### config.mk
export PLATFORM = sky130hd
export DESIGN_NAME = frame_abort_ctrl
export DESIGN_NICKNAME = d
export VERILOG_FILES = /design/src/rtl/fabc_pkg.sv /design/src/rtl/fabc_arb.sv /design/src/rtl/fabc_chan.sv /design/src/rtl/frame_abort_ctrl.sv
export SDC_FILE = /design/constraint.sdc
export NUM_CORES = 1
export LEC_CHECK = 0
export ABC_AREA = 1
export CORE_ASPECT_RATIO = 0.6
export CORE_MARGIN = 4
export CORE_UTILIZATION = 35
export CTS_CLUSTER_SIZE = 8
export DETAILED_ROUTE_END_ITERATION = 16
export SLEW_MARGIN = 20
export SYNTH_ARGS = -nofsm -noshare
export SYNTH_HDL_FRONTEND = slang
export SYNTH_SLANG_ARGS = --single-unit
### constraint.sdc
create_clock -name clk_i -period 2.1 [get_ports clk_i]
set_input_delay 0.315 -clock clk_i [delete_from_list [all_inputs] [get_ports clk_i]]
set_output_delay 0.315 -clock clk_i [all_outputs]
set_load 0.1 [all_outputs]
### src/rtl/fabc_pkg.sv
package fabc_pkg;
  function automatic int unsigned idx_w(input int unsigned n);
    return (n > 1) ? $clog2(n) : 1;
  endfunction
endpackage

### src/rtl/fabc_arb.sv
module fabc_arb #(
  parameter int N = 4,
  localparam int IDX_W = fabc_pkg::idx_w(N)
) (
  input  logic [N-1:0]     req_i,
  output logic             vld_o,
  output logic [IDX_W-1:0] idx_o
);
  // lowest index wins
  always_comb begin
    vld_o = |req_i;
    idx_o = '0;
    for (int i = N - 1; i >= 0; i--)
      if (req_i[i]) idx_o = IDX_W'(i);
  end
endmodule

### src/rtl/fabc_chan.sv
module fabc_chan #(
  parameter int CNT_W = 8
) (
  input  logic             clk_i,
  input  logic             rst_ni,
  input  logic             glb_en_i,
  input  logic             par_chk_en_i,
  input  logic             cont_rl_i,
  input  logic             cont_pe_i,
  input  logic             en_set_i,
  input  logic             req_i,
  input  logic             busy_wr_i,
  input  logic             glb_rst_wr_i,
  input  logic             rl_clr_i,
  input  logic             grant_i,
  input  logic             prot_abort_i,
  input  logic             done_i,
  input  logic             bus_err_i,
  input  logic             par_err_i,
  input  logic [CNT_W-1:0] frame_len_i,
  output logic             busy_o,
  output logic             en_o,
  output logic             rl_flag_o,
  output logic             elig_o,
  output logic             cap_o,
  output logic [CNT_W-1:0] cnt_o
);
  logic busy_q, en_q, rl_q, arm_q, arm_bus_q, last_q;
  logic [CNT_W-1:0] cnt_q;
  logic cnt_zero, done_v, par_abort, done_abort, sw_abort, abort, rl_evt, start;

  always_comb begin
    cnt_zero   = (cnt_q == '0);
    done_v     = done_i && busy_q;
    par_abort  = par_err_i && par_chk_en_i && !cont_pe_i;
    // deferred stop: extra element done, or nothing left to follow the fault
    done_abort = done_v && (par_abort || last_q || ((arm_q || bus_err_i) && cnt_zero));
    sw_abort   = (busy_wr_i && busy_q) || glb_rst_wr_i;
    abort      = sw_abort || prot_abort_i || done_abort;
    rl_evt     = req_i && busy_q;
    start      = req_i && !busy_q && en_q && glb_en_i;
    elig_o     = busy_q && !cnt_zero && !last_q && !sw_abort;
    cap_o      = grant_i && arm_q && arm_bus_q;
  end

  always_ff @(posedge clk_i or negedge rst_ni) begin
    if (!rst_ni) begin
      busy_q <= 1'b0; en_q <= 1'b0; rl_q <= 1'b0;
      arm_q <= 1'b0; arm_bus_q <= 1'b0; last_q <= 1'b0;
      cnt_q <= '0;
    end else begin
      rl_q <= (rl_q & ~rl_clr_i) | rl_evt;
      if (abort) begin
        busy_q <= 1'b0; en_q <= 1'b0; cnt_q <= '0;
        arm_q <= 1'b0; arm_bus_q <= 1'b0; last_q <= 1'b0;
      end else begin
        if (en_set_i) en_q <= 1'b1;
        if (start) begin
          busy_q <= 1'b1; cnt_q <= frame_len_i;
          arm_q <= 1'b0; arm_bus_q <= 1'b0; last_q <= 1'b0;
        end
        if (grant_i) begin
          cnt_q <= cnt_q - 1'b1;
          if (arm_q) begin
            last_q <= 1'b1; arm_q <= 1'b0; arm_bus_q <= 1'b0;
          end
        end
        if (done_v) begin
          if (bus_err_i && !last_q) begin
            arm_q <= 1'b1; arm_bus_q <= 1'b1;
          end else if (cnt_zero) begin
            busy_q <= 1'b0;
          end
        end
        if (rl_evt && !cont_rl_i && !last_q && !(grant_i && arm_q)) arm_q <= 1'b1;
      end
    end
  end

  assign busy_o    = busy_q;
  assign en_o      = en_q;
  assign rl_flag_o = rl_q;
  assign cnt_o     = cnt_q;
endmodule

### src/rtl/frame_abort_ctrl.sv
module frame_abort_ctrl #(
  parameter int NCH   = 4,
  parameter int CNT_W = 8,
  localparam int IDX_W = fabc_pkg::idx_w(NCH)
) (
  input  logic               clk_i,
  input  logic               rst_ni,
  input  logic               glb_en_i,
  input  logic               glb_rst_wr_i,
  input  logic               par_chk_en_i,
  input  logic               prot_chk_en_i,
  input  logic               rl_irq_en_i,
  input  logic [CNT_W-1:0]   frame_len_i,
  input  logic [NCH-1:0]     ch_en_set_i,
  input  logic [NCH-1:0]     cont_rl_i,
  input  logic [NCH-1:0]     cont_pe_i,
  input  logic [NCH-1:0]     req_i,
  input  logic [NCH-1:0]     busy_wr_i,
  input  logic [NCH-1:0]     rl_clr_i,
  input  logic [NCH-1:0]     prot_fault_i,
  input  logic               xfer_done_i,
  input  logic               bus_err_i,
  input  logic               par_err_i,
  output logic               xfer_start_o,
  output logic [IDX_W-1:0]   xfer_ch_o,
  output logic [CNT_W-1:0]   xfer_cnt_o,
  output logic [NCH-1:0]     busy_o,
  output logic [NCH-1:0]     ch_en_o,
  output logic [NCH*CNT_W-1:0] elem_cnt_o,
  output logic [NCH-1:0]     rl_flag_o,
  output logic               rl_irq_o,
  output logic [CNT_W-1:0]   err_cnt_o
);
  logic             out_q;
  logic [IDX_W-1:0] cur_q;
  logic [CNT_W-1:0] err_cnt_q;
  logic [NCH-1:0]   elig, cap, grant, pabort, done_here;
  logic [CNT_W-1:0] cnt [NCH];
  logic             pick_vld, fault, issue, blk;
  logic [IDX_W-1:0] pick;

  fabc_arb #(.N(NCH)) u_arb (
    .req_i (elig),
    .vld_o (pick_vld),
    .idx_o (pick)
  );

  always_comb begin
    fault = prot_chk_en_i && prot_fault_i[pick];
    issue = pick_vld && !out_q && !fault;
    blk   = pick_vld && !out_q && fault;
  end

  for (genvar g = 0; g < NCH; g++) begin : g_ch
    assign grant[g]     = issue && (pick == IDX_W'(g));
    assign pabort[g]    = blk && (pick == IDX_W'(g));
    assign done_here[g] = xfer_done_i && out_q && (cur_q == IDX_W'(g));
    assign elem_cnt_o[g*CNT_W +: CNT_W] = cnt[g];

    fabc_chan #(.CNT_W(CNT_W)) u_chan (
      .clk_i        (clk_i),
      .rst_ni       (rst_ni),
      .glb_en_i     (glb_en_i),
      .par_chk_en_i (par_chk_en_i),
      .cont_rl_i    (cont_rl_i[g]),
      .cont_pe_i    (cont_pe_i[g]),
      .en_set_i     (ch_en_set_i[g]),
      .req_i        (req_i[g]),
      .busy_wr_i    (busy_wr_i[g]),
      .glb_rst_wr_i (glb_rst_wr_i),
      .rl_clr_i     (rl_clr_i[g]),
      .grant_i      (grant[g]),
      .prot_abort_i (pabort[g]),
      .done_i       (done_here[g]),
      .bus_err_i    (bus_err_i),
      .par_err_i    (par_err_i),
      .frame_len_i  (frame_len_i),
      .busy_o       (busy_o[g]),
      .en_o         (ch_en_o[g]),
      .rl_flag_o    (rl_flag_o[g]),
      .elig_o       (elig[g]),
      .cap_o        (cap[g]),
      .cnt_o        (cnt[g])
    );
  end

  always_ff @(posedge clk_i or negedge rst_ni) begin
    if (!rst_ni) begin
      out_q     <= 1'b0;
      cur_q     <= '0;
      err_cnt_q <= '0;
    end else begin
      if (issue) begin
        out_q <= 1'b1;
        cur_q <= pick;
      end else if (xfer_done_i) begin
        out_q <= 1'b0;
      end
      if (|cap) err_cnt_q <= cnt[pick];
    end
  end

  assign xfer_start_o = issue;
  assign xfer_ch_o    = pick;
  assign xfer_cnt_o   = cnt[pick];
  assign rl_irq_o     = rl_irq_en_i && (|rl_flag_o);
  assign err_cnt_o    = err_cnt_q;
endmodule

# Word level (Yosys, flattened, before mapping)
# Cells that the tools add are included.
[word_totals]
regBits = 67
in_bits = 46
output_inout_bits = 64
word_cells = 338
[classes]
n_addsub = 4
order_cmp = 2
n_eq_ne = 6
n_mux = 119
n_bitwise = 13
n_reduce_logical = 163
[op_table]
columns = ["operator", "count"]
rows = [
  ["8-bit 2-to-1 mux", 14],
  ["1-bit 2-to-1 mux", 99],
  ["1-bit logical AND", 91],
  ["8-bit zero test", 4],
  ["8-bit by 1-bit subtractor with 8-bit output, second input constant", 4],
  ["1-bit zero test", 30],
  ["1-bit logical OR", 24],
  ["8-bit binary-select mux with 2-bit select", 1],
  ["3-bit nonzero test", 4],
  ["4-bit OR reduction", 3],
  ["2-bit nonzero test", 5],
  ["2-bit equality test, second input constant", 4],
  ["2-bit 2-to-1 mux", 4],
  ["1-bit bitwise AND", 4],
  ["2-bit by 1-bit equality test with 1-bit output, second input constant", 2],
  ["2-bit zero test", 2],
  ["1-bit inverter", 4],
  ["1-bit bitwise OR", 4],
  ["3-bit greater-or-equal comparator, second input constant", 1],
  ["2-bit by 3-bit less-than comparator with 1-bit output, second input constant", 1],
  ["2-bit inverter with 3-bit output", 1],
  ["1-bit binary-select mux with 2-bit select", 1],
]

# Longest topological paths before layout
# Gate-level depths: netlist of run 1.
[depth]
depth_word = 20
depth_mapped = 20
depth_no_buf = 20

# Hierarchy
# Synthesis of run 1 repeated with hierarchy kept, for this count alone.
[hier_totals]
hier_cells = 717
area_unflattened_um2 = 4832.1
[by_module_without_submodules]
columns = ["mod", "n_inst", "cells_each", "area_each_um2", "seq_area_each_um2"]
rows = [
  ["fabc_chan (g_ch[2].u_chan ...)", 2, 144, 984.7, 350.3],
  ["fabc_chan (g_ch[0].u_chan ...)", 2, 144, 970.9, 350.3],
  ["frame_abort_ctrl", 1, 132, 874.6, 275.3],
  ["fabc_arb", 1, 9, 46.3, 0.0],
]

# Least setup slack after synthesis of run 1
# OpenSTA, ideal clock, no wires.
[synth_path]
path_type = "flip-flop to output port"
startpoint = "reg g_ch[2].u_chan.cnt_q[0]"
endpoint = "out xfer_cnt_o[0]"
arrival_ns = 4.247
required_ns = 1.785
setup_slack_ns = -2.462
stages_incl_launch_ff = 10
path_cell_list = "dfrtp_1 -> inv_1 -> ha_1 -> nand2_1 -> o21ai_4 -> nand2_1 -> nand2_2 -> nand2_4 -> nand2_1 -> o21ai_0"
[synth_between]
elab_chain_len = 12
[synth_rtl]
columns = ["item", "line", "rtl"]
rows = [
  ["start: declaration", "fabc_chan.sv:29", "logic [CNT_W-1:0] cnt_q;"],
  ["start signal: assignment", "fabc_chan.sv:63", "cnt_q <= cnt_q - 1'b1;"],
  ["8-bit zero test", "fabc_chan.sv:33", "cnt_zero = (cnt_q == '0);"],
  ["1-bit zero test", "fabc_chan.sv:42", "elig_o = busy_q && !cnt_zero && !last_q && !sw_abort;"],
  ["1-bit logical AND (3 in series)", "fabc_chan.sv:42", ""],
  ["2-bit 2-to-1 mux (3 in series)", "fabc_arb.sv:14", "if (req_i[i]) idx_o = IDX_W'(i);"],
  ["2-bit inverter with 3-bit output (not written as such)", "frame_abort_ctrl.sv:105", "assign xfer_cnt_o = cnt[pick];"],
  ["8-bit binary-select mux with 2-bit select *", "frame_abort_ctrl.sv:105", ""],
  ["8-bit 2-to-1 mux (not written as such) * (2 in series)", "frame_abort_ctrl.sv:105", ""],
  ["end: declaration", "frame_abort_ctrl.sv:26", "output logic [CNT_W-1:0] xfer_cnt_o,"],
]
# Mark *: on every way between the ends. The rest lies on a longest branch, timed or not. The select of a mux whose other input is x is not followed.

# Worst setup path after layout of run 1
[layout_path]
startpoint = "reg g_ch[1].u_chan.cnt_q[1]"
endpoint = "out xfer_cnt_o[7]"
[layout_between]
elab_chain_len = 11
[layout_rtl]
columns = ["item", "line"]
rows = [
  ["start: declaration", "fabc_chan.sv:29"],
  ["start signal: assignment", "fabc_chan.sv:63"],
  ["8-bit zero test", "fabc_chan.sv:33"],
  ["1-bit zero test", "fabc_chan.sv:42"],
  ["1-bit logical AND (3 in series)", "fabc_chan.sv:42"],
  ["2-bit 2-to-1 mux (2 in series)", "fabc_arb.sv:14"],
  ["2-bit inverter with 3-bit output (not written as such)", "frame_abort_ctrl.sv:105"],
  ["8-bit binary-select mux with 2-bit select", "frame_abort_ctrl.sv:105"],
  ["8-bit 2-to-1 mux (not written as such) (2 in series)", "frame_abort_ctrl.sv:105"],
]
# Every way passes these cells. The select of a mux whose other input is x is not followed.

==> results of run 1 <==
==> flip-flops by register name, indices dropped and copies added, names as in the netlist, 2 cells and up <==
name and count:
cur_q 2, err_cnt_o 8, g_ch.u_chan.arm_bus_q 4, g_ch.u_chan.arm_q 4, g_ch.u_chan.busy_o 4, g_ch.u_chan.cnt_o 32
g_ch.u_chan.en_o 4, g_ch.u_chan.last_q 4, g_ch.u_chan.rl_flag_o 4
==> path summary, 6_finish.rpt <==
path | to | slack [ns] | depth (start not counted)
worst max-delay path | xfer_cnt_o[7] | -0.68 | 12
worst min-delay path | g_ch[1].u_chan.cnt_o[2]$_DFFE_PN0P_ | -0.007 | 2
worst max register to register | err_cnt_o[3]$_DFFE_PN0P_ | -0.66 | 19
worst min register to register | err_cnt_o[4]$_DFFE_PN0P_ | 0.51 | 2
max in group asynchronous | g_ch[2].u_chan.cnt_o[0]$_DFFE_PN0P_ | 1.74 | 2
min in group clk_i | err_cnt_o[4]$_DFFE_PN0P_ | 0.51 | 2
==> power by group through the flow <==
stage | combinational, mW | sequential (mW) | clock (mW)
floorplan | 0.677 | 1.60 | 0
global placement | 1.39 | 1.40 | 0
detailed placement | 1.40 | 1.40 | 0
CTS | 1.50 | 1.38 | 1.68
global route | 1.67 | 1.39 | 1.74
finish | 1.58 | 1.38 | 1.67
==> cells by family after synthesis <==
kind of cell | share of synthesized area [%]
flip-flops | 37.1
AO/OA/AOI/OAI | 16.6
AND/OR/NAND/NOR | 31.6
XOR/XNOR | 3.88
adder cells (fa/ha/maj) | 1.39
buffers and inverters | 9.50
==> layout make-up <==
type	instances	area (µm²)	share of cell area, %
sequential	67	1740	20.7
timing repair buffer	256	2440	29.0
clock buffer	12	246	2.94
clock inverter	4	73.8	0.879
tap	165	206	2.46
multi-input combinational	438	3300	39.3
timing repair inverter	1	7.51	0.0894
inverter	80	383	4.56
==> routing by layer <==
metal / global-route usage (%) / up-vias
li1: - / 2497
met1: 35.1 / 2600
met2: 37.9 / 232
met3: 5.57 / 28
met4: 6.39 / 0
met5: 0 / -
==> placed cells by master, fill, tap and decap left out, types with 18 or more instances in the layout <==
master and n:
o21ai_0 20, buf_4 157, nand3_1 20, dfrtp_2 23, nand2_2 24, o21ai_1 35
buf_6 32, a21oi_2 18, inv_1 50, nor2_1 36, xor2_1 19, nand2_1 90
dfrtp_1 35, nand3_2 18, buf_12 20, nor2_4 21, clkdlybuf4s50_1 44, o21ai_2 19
==> repair_timing <==
item	in CTS	in global routing
endpoints found under the setup margin	74	74
gates cloned	6	1
buffers inserted	20	31
pin swaps	34	87
resized for setup	117	102
==> through the flow <==
step                      total power, mW  area (µm²)
after CTS                            4.56        7890
after global routing                 4.79        8390
after floorplan                      2.28        4890
final                                4.63        8390
after detailed placement             2.80        6920
after global placement               2.79        6920
==> results.md, run 1 <==
* Startpoint types: flip-flop
* Clock transition at path regs at 0.06 ns
* Routed wl met2 at 8460 µm
* Routed vias at 5357
* Worst vdd ir at 0.406 mV
* Worst min path class: in2async
* Sequential share of power at 29.8%
* Placed Cells at 962
* Pre-antenna DRT Iters at 6
* H-tree levels at 3
* Worst setup startpoint: g_ch[1].u_chan.cnt_o[1]$_DFFE_PN0P_
* WL met3 at 1420 µm
* Yosys reg bits at 67
* Top-Level Pins at 110
* Seq/Total Area, Yosys at 37.1%
* Number of diodes at 0
* Final min period at 2.78 ns
* Vias in the first global route at 5199
* Post-synth top area cell: dfrtp_1
* Detail Placement HPWL at 13500 µm
* Die width at 155 µm
* Fin Setup TNS at -39.23 ns
* Clock network power share at 36.0%
* Mapped Area at 4520 µm²
* CP top delay family: simple AND/OR/NAND/NOR gates
* Most common cell in the netlist: nand2_1
* PwrDens at 552 nW/µm²
* Relative slew slack at 65.4%
* Final wirelength at 18800 µm
* Pin count of the biggest net entering global routing at 68
* Root Buffer: clkbuf_16
* Leading register cell type out of synthesis: dfrtp_1
* Max Cap Viol at 0
* Area contributors post-synth: dfrtp_1 37%, nand2_1 10%, o21ai_0 6.1%
* Distinct cells, synth at 38
* Slew at the pin closest to its max-slew limit at 0.519 ns
* Final hold viol count at 7
* Worst Hold Slack at -0.00709 ns
* Max Slew Vio Count at 0
* CP bufs+invs at 4
* Crit path kind: reg2out
* Final Worst Setup Slack at -0.680 ns
* Final antenna-violating net count at 0
* Worst-case clock buffer depth at 2
* Iter 0 DRT Violations at 428
* Highest metal used: met4
* Gate power share at 34.2%
* Number of synthesized flops with an enable pin at 0
* Finish-stage setup viols at 74
* Drt drc at 0
* PortBufs at 109
* Worst slack at placement at -0.698 ns
* Gr usage total at 24.6%
* Area delta synth->final at 85.8%
* Clk Latency, worst-skew pair at 0.34 ns
* FILL cells at 948
* Failing checks: negative hold slack, negative setup slack
* Post-DR wirelength/cell at 18.4 µm
* RSZ-0062 raised after global routing: yes
* Initial antenna violation count at 0
* CTS Buf Count at 9
* Cell Count, Final, Fillers Out at 1023
* Synth cell count leaders: 122 x nand2_1, 67 x dfrtp_1, 63 x inv_1, 55 x o21ai_0, 42 x nor2_1
* Required time worst endpoint at 1.78 ns
* Crit Path Max Fanout at 5
* Mean Syn Cell Area at 7.55 µm²
* Util after Layout at 68.1%
* Clock sinks at 67
* Sw power at 1.65 mW
* Crit path cell chain: inv_4 -> ha_4 -> nand3_4 -> nor2_4 -> nor2_4 -> nor2_8 -> nand2_8 -> inv_16 -> nor2_4 -> buf_12 -> a221o_4 -> buf_12
* YS warnings at 0
* CTS Hold Bufs at 0
* Worst EP arrival at 2.46 ns
* Synth async-reset ratio at 100%
* Critical R2R Launch: g_ch[3].u_chan.cnt_o[0]$_DFFE_PN0P_
* Nets at 904
* Fmax at 0.360 GHz
* Row cnt at 31
* CTS tree: built
* Switching part of the total at 35.6%
* Initial Util at 36.6%
* Layout cells sized above 1 at 54.1%
* Top cell type's share of synthesized area at 37.1%
* RePlAce Congestion at 0.871
* CP max stage cell: dfrtp_4
* Type of element capturing the critical path: output pin
* Total grt overflow at 0
* Vias per cell at 5.24
* Cells after synthesis at 598
* Status: finished with violations
* Worst Clk Skew at 0.0116 ns
* First-pass GRT wire length at 28100 µm
* Core Area at 12300 µm²
* P_leak at 3.78 nW
* CP max stage delay at 0.49 ns
* Die H at 96.0 µm
* Int Pwr at 2.98 mW
* Post-Route M1 WL at 8680 µm
* Tcrit/Tclk final at 132%
* Net Count, Synth at 649
* Most used cell, CP: nor2_4
* Die area at 14800 µm²
No activity file was read; power rests on OpenSTA's default activity.
==> run 2, diff against run 1 <==
==> constraint.sdc (replaced) <==
create_clock -name clk_i -period 2.1 [get_ports clk_i]
set_input_delay 0.315 -clock clk_i [delete_from_list [all_inputs] [get_ports clk_i]]
set_output_delay 0.315 -clock clk_i [all_outputs]
set_load 0.01 [all_outputs]
==> run 2 against run 1 <==
  * The flow finishes with violations (negative setup slack)
  * Clock power shrank 19%
  * Register-to-register slack gained 0.12 ns
  * Cell count grew 1.1%
  * Design area shrank 4.8%
  * Non-clock buffer count grew 16
  * Via count shrank 0.88%
  * Setup slack gained 0.14 ns
  * Power shrank 17%
  * First-iteration DRC count grew 30%
  * Critical path type unchanged
  * Worst hold slack gained 0.0091 ns
  * Critical path depth is the same
==> results.md, run 2 (synthesized netlist as in run 1, its figures left out) <==
* Die H at 96.0 µm
* Worst EP arrival at 2.33 ns
* Post-DR wirelength/cell at 17.4 µm
* Drt drc at 0
* CTS Buf Count at 9
* Worst-case clock buffer depth at 2
* Vias per cell at 5.14
* Iter 0 DRT Violations at 557
* PwrDens at 480 nW/µm²
* RePlAce Congestion at 0.973
* Routed vias at 5310
* Pre-antenna DRT Iters at 6
* Root Buffer: clkbuf_16
* Status: finished with violations
* Core Area at 12300 µm²
* Cells on worst reg2reg path at 18
* R2R setup slack at -0.54 ns
* Max Slew Vio Count at 0
* Die area at 14800 µm²
* Total grt overflow at 0
* CP max stage cell: a221o_1
* Failing checks: negative setup slack
* H-tree levels at 3
* Number of diodes at 0
* CP max stage delay at 0.42 ns
* Row cnt at 31
* Initial Util at 36.6%
* RSZ-0062 raised after global routing: yes
* Worst Clk Skew at 0.00587 ns
* Final min period at 2.64 ns
* Clock sinks at 67
* Max Cap Viol at 0
* Top-Level Pins at 110
* R2r endpoint: g_ch[1].u_chan.arm_q$_DFF_PN0_
* Detail Placement HPWL at 13100 µm
* Tcrit/Tclk final at 126%
* Final wirelength at 18000 µm
* Clock transition at path regs at 0.06 ns
* Clk Latency, worst-skew pair at 0.34 ns
* Fmax at 0.379 GHz
* Layout cells sized above 1 at 42.7%
* Most common cell after layout, fill and taps aside: buf_4
* Required time worst endpoint at 1.78 ns
* CTS Hold Bufs at 0
* Pin count of the biggest net entering global routing at 68
* Gr usage total at 23.5%
* Final Worst Setup Slack at -0.541 ns
* Final antenna-violating net count at 0
* Max reg flops at 32
* Worst min path class: in2async
* Crit path kind: reg2out
* Finish-stage setup viols at 73
* P_leak at 3.65 nW
* Worst vdd ir at 0.394 mV
* Most used cell, CP: nor2_4
* Vias in the first global route at 4997
* Relative slew slack at 67.5%
* Placed Cells at 967
* Fin Setup TNS at -28.25 ns
* Final hold viol count at 0
* Area delta synth->final at 76.9%
* Initial antenna violation count at 0
* Crit path cell chain: inv_2 -> ha_4 -> nand2_2 -> nor2_4 -> nor2_4 -> nor2_8 -> nand2_4 -> inv_4 -> nor2_4 -> buf_6 -> a221o_1 -> buf_2
* Die width at 155 µm
* Crit Path Max Fanout at 6
* Cell Count, Final, Fillers Out at 1034
* Nets at 917
* Commonest non-fill, non-tap cells in the layout: 128 x buf_4, 97 x clkdlybuf4s50_1, 89 x nand2_1
* Startpoint types: flip-flop
* Critical R2R Launch: g_ch[0].u_chan.cnt_o[0]$_DFFE_PN0P_
* CTS tree: built
* Slew at the pin closest to its max-slew limit at 0.483 ns
* Type of element capturing the critical path: output pin
* First-pass GRT wire length at 26800 µm
* PortBufs at 109
run 2: changes by cell type in the layout (fill, tap and decap cells not counted), moves of 8 or more:
cell	delta
nand3_1	+8
dfrtp_2	-23
inv_2	+8
inv_4	-9
dfrtp_4	-9
dfrtp_1	+32
buf_12	-13
buf_4	-29
clkdlybuf4s50_1	+53
run 2: worst max-delay path by stage:
stage                                              startpoint                  endpoint  cells past startpoint
after floorplan           g_ch[1].u_chan.cnt_o[0]$_DFFE_PN0P_  err_cnt_o[5]$_DFFE_PN0P_                     17
after global placement                           glb_rst_wr_i             xfer_cnt_o[3]                     13
after detailed placement                         glb_rst_wr_i             xfer_cnt_o[3]                     13
after CTS                 g_ch[1].u_chan.cnt_o[1]$_DFFE_PN0P_             xfer_cnt_o[6]                     12
after global routing      g_ch[3].u_chan.cnt_o[0]$_DFFE_PN0P_  err_cnt_o[4]$_DFFE_PN0P_                     20
final                     g_ch[0].u_chan.cnt_o[0]$_DFFE_PN0P_             xfer_cnt_o[6]                     12
run 2: routing by layer:
layer / global-route usage, % / up-vias / routed length [µm]
li1: - / 2514 / -
met1: 34.3 / 2519 / 8310
met4: 4.34 / 0 / 229
met5: 0 / - / 0
met2: 35.2 / 250 / 7750
met3: 6.15 / 27 / 1700
run 2: area by class of cell:
class	instances	area [µm²]
Fill cell	1014	4340
Inverter	80	325
Multi-Input combinational cell	436	3060
Clock buffer	11	233
Timing Repair Buffer	272	2480
Sequential cell	67	1680
Clock inverter	3	17.5
Tap cell	165	206
run 2: timing repair:
item / in CTS / in global routing
pin swaps: 40 / 48
setup buffers: 32 / 20
resized for setup: 133 / 105
gates cloned: 3 / 0
setup endpoints to repair: 73 / 74
run 2: report_power, final:
| group | internal [mW] | switching [mW] |
|---|---|---|
| sequential | 1.34 | 0.0354 |
| clock | 0.782 | 0.569 |
| combinational | 0.528 | 0.583 |
| total | 2.65 | 1.19 |
run 2: through the flow:
stage | area [µm²] | hold slack (ns) | power (mW) | utilization [%] | worst slack [ns]
6_report | 7990 | 0.00205 | 3.83 | 64.8 | -0.541
5_1_grt | 7990 | 0.0396 | 4.00 | 64.8 | -0.669
4_1_cts | 7460 | 0.0188 | 3.75 | 60.5 | -0.497
3_5_place_dp | 6670 | 0.367 | 2.32 | 54.1 | -0.849
3_3_place_gp | 6670 | 0.372 | 2.31 | 54.1 | -0.769
2_1_floorplan | 4620 | 0.0194 | 1.84 | - | -0.0528
run 2: critical path: cells and delay by family, from the launching register on:
kind,cells,cell delay (ns)
buffers and inverters,4,0.47
adders and majority gates,1,0.15
and+or+nand+nor,6,0.56
DFF,1,0.39
AOI/OAI and AO/OA,1,0.42
==> run 3, diff against run 2 <==
--- a/config.mk
+++ b/config.mk
@@ -11,6 +11,7 @@
 export CORE_UTILIZATION = 35
 export CTS_CLUSTER_SIZE = 8
 export DETAILED_ROUTE_END_ITERATION = 16
+export PLACE_DENSITY = 0.65
 export SLEW_MARGIN = 20
 export SYNTH_ARGS = -nofsm -noshare
 export SYNTH_HDL_FRONTEND = slang
==> run 3 against run 2 <==
  * The flow finishes with violations (negative hold slack, negative setup slack)
  * Sequential power hardly changed
  * Clock skew is 0.00062 ns lower
  * Cell count is 2.0% lower
  * Fmax is 0.68% higher
  * Utilization is 1.9 points lower
  * Worst hold slack worse by 0.019 ns
  * Largest cell class unchanged
  * Non-clock buffer count is 22 lower
  * Register-to-register slack better by 0.04 ns
  * Setup slack better by 0.018 ns
  * Clock-buffer cell count is 2 lower
  * Wire length is 1.3% lower
  * Design area is 2.9% lower
==> results.md, run 3 (synthesized netlist as in run 1, its figures left out) <==
* PwrDens at 527 nW/µm²
* Relative slew slack at 51.6%
* Final hold viol count at 12
* Top-Level Pins at 110
* Status: finished with violations
* Vias in the first global route at 4874
* Core Area at 12300 µm²
* Final antenna-violating net count at 0
* Worst Hold Slack at -0.0172 ns
* H-tree levels at 3
* Worst EP arrival at 2.31 ns
* Most used cell, CP: nand2_4
* Root Buffer: clkbuf_16
* Pin count of the biggest net entering global routing at 68
* Failing checks: negative hold slack, negative setup slack
* RSZ-0062 raised after global routing: yes
* Worst Clk Skew at 0.00525 ns
* Die area at 14800 µm²
* Initial antenna violation count at 0
* Initial Util at 36.6%
* Detail Placement HPWL at 13300 µm
* Worst slack at placement at -0.847 ns
* Pre-antenna DRT Iters at 6
* Clk Latency, worst-skew pair at 0.34 ns
* Crit path kind: reg2out
* Worst setup startpoint: g_ch[2].u_chan.cnt_o[1]$_DFFE_PN0P_
* Util after Layout at 62.9%
* Worst vdd ir at 0.436 mV
* Layout cells sized above 1 at 39.7%
* Max reg flops at 32
* Cell Count, Final, Fillers Out at 1013
* Most common cell after layout, fill and taps aside: buf_4
* CTS Hold Bufs at 0
* Nets at 894
* Placed Cells at 963
* Gr usage total at 22.9%
* Max Cap Viol at 0
* Clock sinks at 67
* Final Worst Setup Slack at -0.523 ns
* RePlAce Congestion at 0.947
* CP max stage delay at 0.39 ns
* Drt drc at 0
* Vias per cell at 5.10
* Required time worst endpoint at 1.78 ns
* CTS Buf Count at 9
* Final min period at 2.62 ns
* Critical R2R Launch: g_ch[2].u_chan.cnt_o[1]$_DFFE_PN0P_
* Routed vias at 5171
* Post-DR wirelength/cell at 17.5 µm
* P_leak at 3.54 nW
* Final wirelength at 17800 µm
* Slew at the pin closest to its max-slew limit at 0.719 ns
* Total grt overflow at 0
* Iter 0 DRT Violations at 447
* Fin Setup TNS at -25.73 ns
* Type of element capturing the critical path: output pin
* CTS tree: built
* Die width at 155 µm
* Die H at 96.0 µm
* Number of diodes at 0
* Startpoint types: flip-flop
* Max Slew Vio Count at 0
* Worst-case clock buffer depth at 2
* Clock transition at path regs at 0.06 ns
* Row cnt at 31
* Fmax at 0.381 GHz
* First-pass GRT wire length at 26100 µm
* Crit path cell chain: inv_2 -> ha_4 -> nand2_4 -> o21ai_4 -> nand2_2 -> nand2_2 -> nand2_4 -> nand2_4 -> inv_2 -> a221o_1 -> buf_2
* Area delta synth->final at 71.7%
* CP max stage cell: dfrtp_1
* PortBufs at 109
* Worst min path class: in2async
* Tcrit/Tclk final at 125%
* Crit Path Max Fanout at 7
* Finish-stage setup viols at 72
* Commonest non-fill, non-tap cells in the layout: 114 x buf_4, 103 x nand2_1, 96 x clkdlybuf4s50_1
## run 3: cell types whose count changed in the layout (fill, tap and decap cells not counted), sizes merged
cell and change:
buf -22, bufinv +2, clkbuf -2, clkdlybuf4s50 -1
clkinvlp +2, dlygate4sd2 +1, nand2 -1
## run 3: worst paths after layout
path                                                       endpoint  slack, ns  cells past startpoint
worst max-delay path                                  xfer_cnt_o[7]      -0.52                     11
worst min-delay path             g_ch[1].u_chan.rl_flag_o$_DFF_PN0_      -0.02                      2
worst max register to register  g_ch[2].u_chan.cnt_o[5]$_DFFE_PN0P_      -0.50                     21
worst min register to register             err_cnt_o[1]$_DFFE_PN0P_       0.52                      2
max in group asynchronous       g_ch[3].u_chan.cnt_o[3]$_DFFE_PN0P_       1.79                      2
min in group clk_i                         err_cnt_o[1]$_DFFE_PN0P_       0.52                      2
## run 3: cell type report
cell class | count | area [µm²]
inverter | 80 | 323
clock inverter | 7 | 92.6
timing repair buffer | 250 | 2290
clock buffer | 9 | 225
multi-input combinational | 435 | 2950
tap | 165 | 206
fill | 1063 | 4580
sequential | 67 | 1680
## run 3: layer usage
layer  vias to the layer above  part of all wire [%]  track usage [%]
met1                      2496                    47             34.7
met5                         -                     0                0
li1                       2454                     -                -
met2                       208                    44             33.8
met4                         0                  0.66             4.41
met3                        13                   7.5             4.54
## run 3: metrics by stage
step,hold slack [ns],instance area [µm²],power [mW]
final,-0.0172,7760,4.09
after global routing,0.0216,7760,4.23
after CTS,0.0130,7320,3.99
after detailed placement,0.369,6670,2.31
after global placement,0.369,6670,2.31
after floorplan,0.0194,4620,1.84
## run 3: worst max-delay path, delay by kind of cell, from the launching register on
kind / cells / cell delay [ns]
buffers and inverters: 3 / 0.32
AO/OA/AOI/OAI: 2 / 0.60
AND/OR/NAND/NOR: 5 / 0.49
adder cells (fa/ha/maj): 1 / 0.16
flip-flops: 1 / 0.39
## run 3: what timing repair did
| action | in CTS | in global routing |
|---|---|---|
| setup endpoints to repair | 71 | 73 |
| resized for setup | 100 | 101 |
| setup buffers | 18 | 20 |
| cloned | 2 | 0 |
| pin swaps | 20 | 41 |
## run 3: report_power, final
part | switching [mW] | internal (mW)
combinational | 0.561 | 0.501
sequential | 0.0348 | 1.34
clock | 0.622 | 1.04
total | 1.22 | 2.87
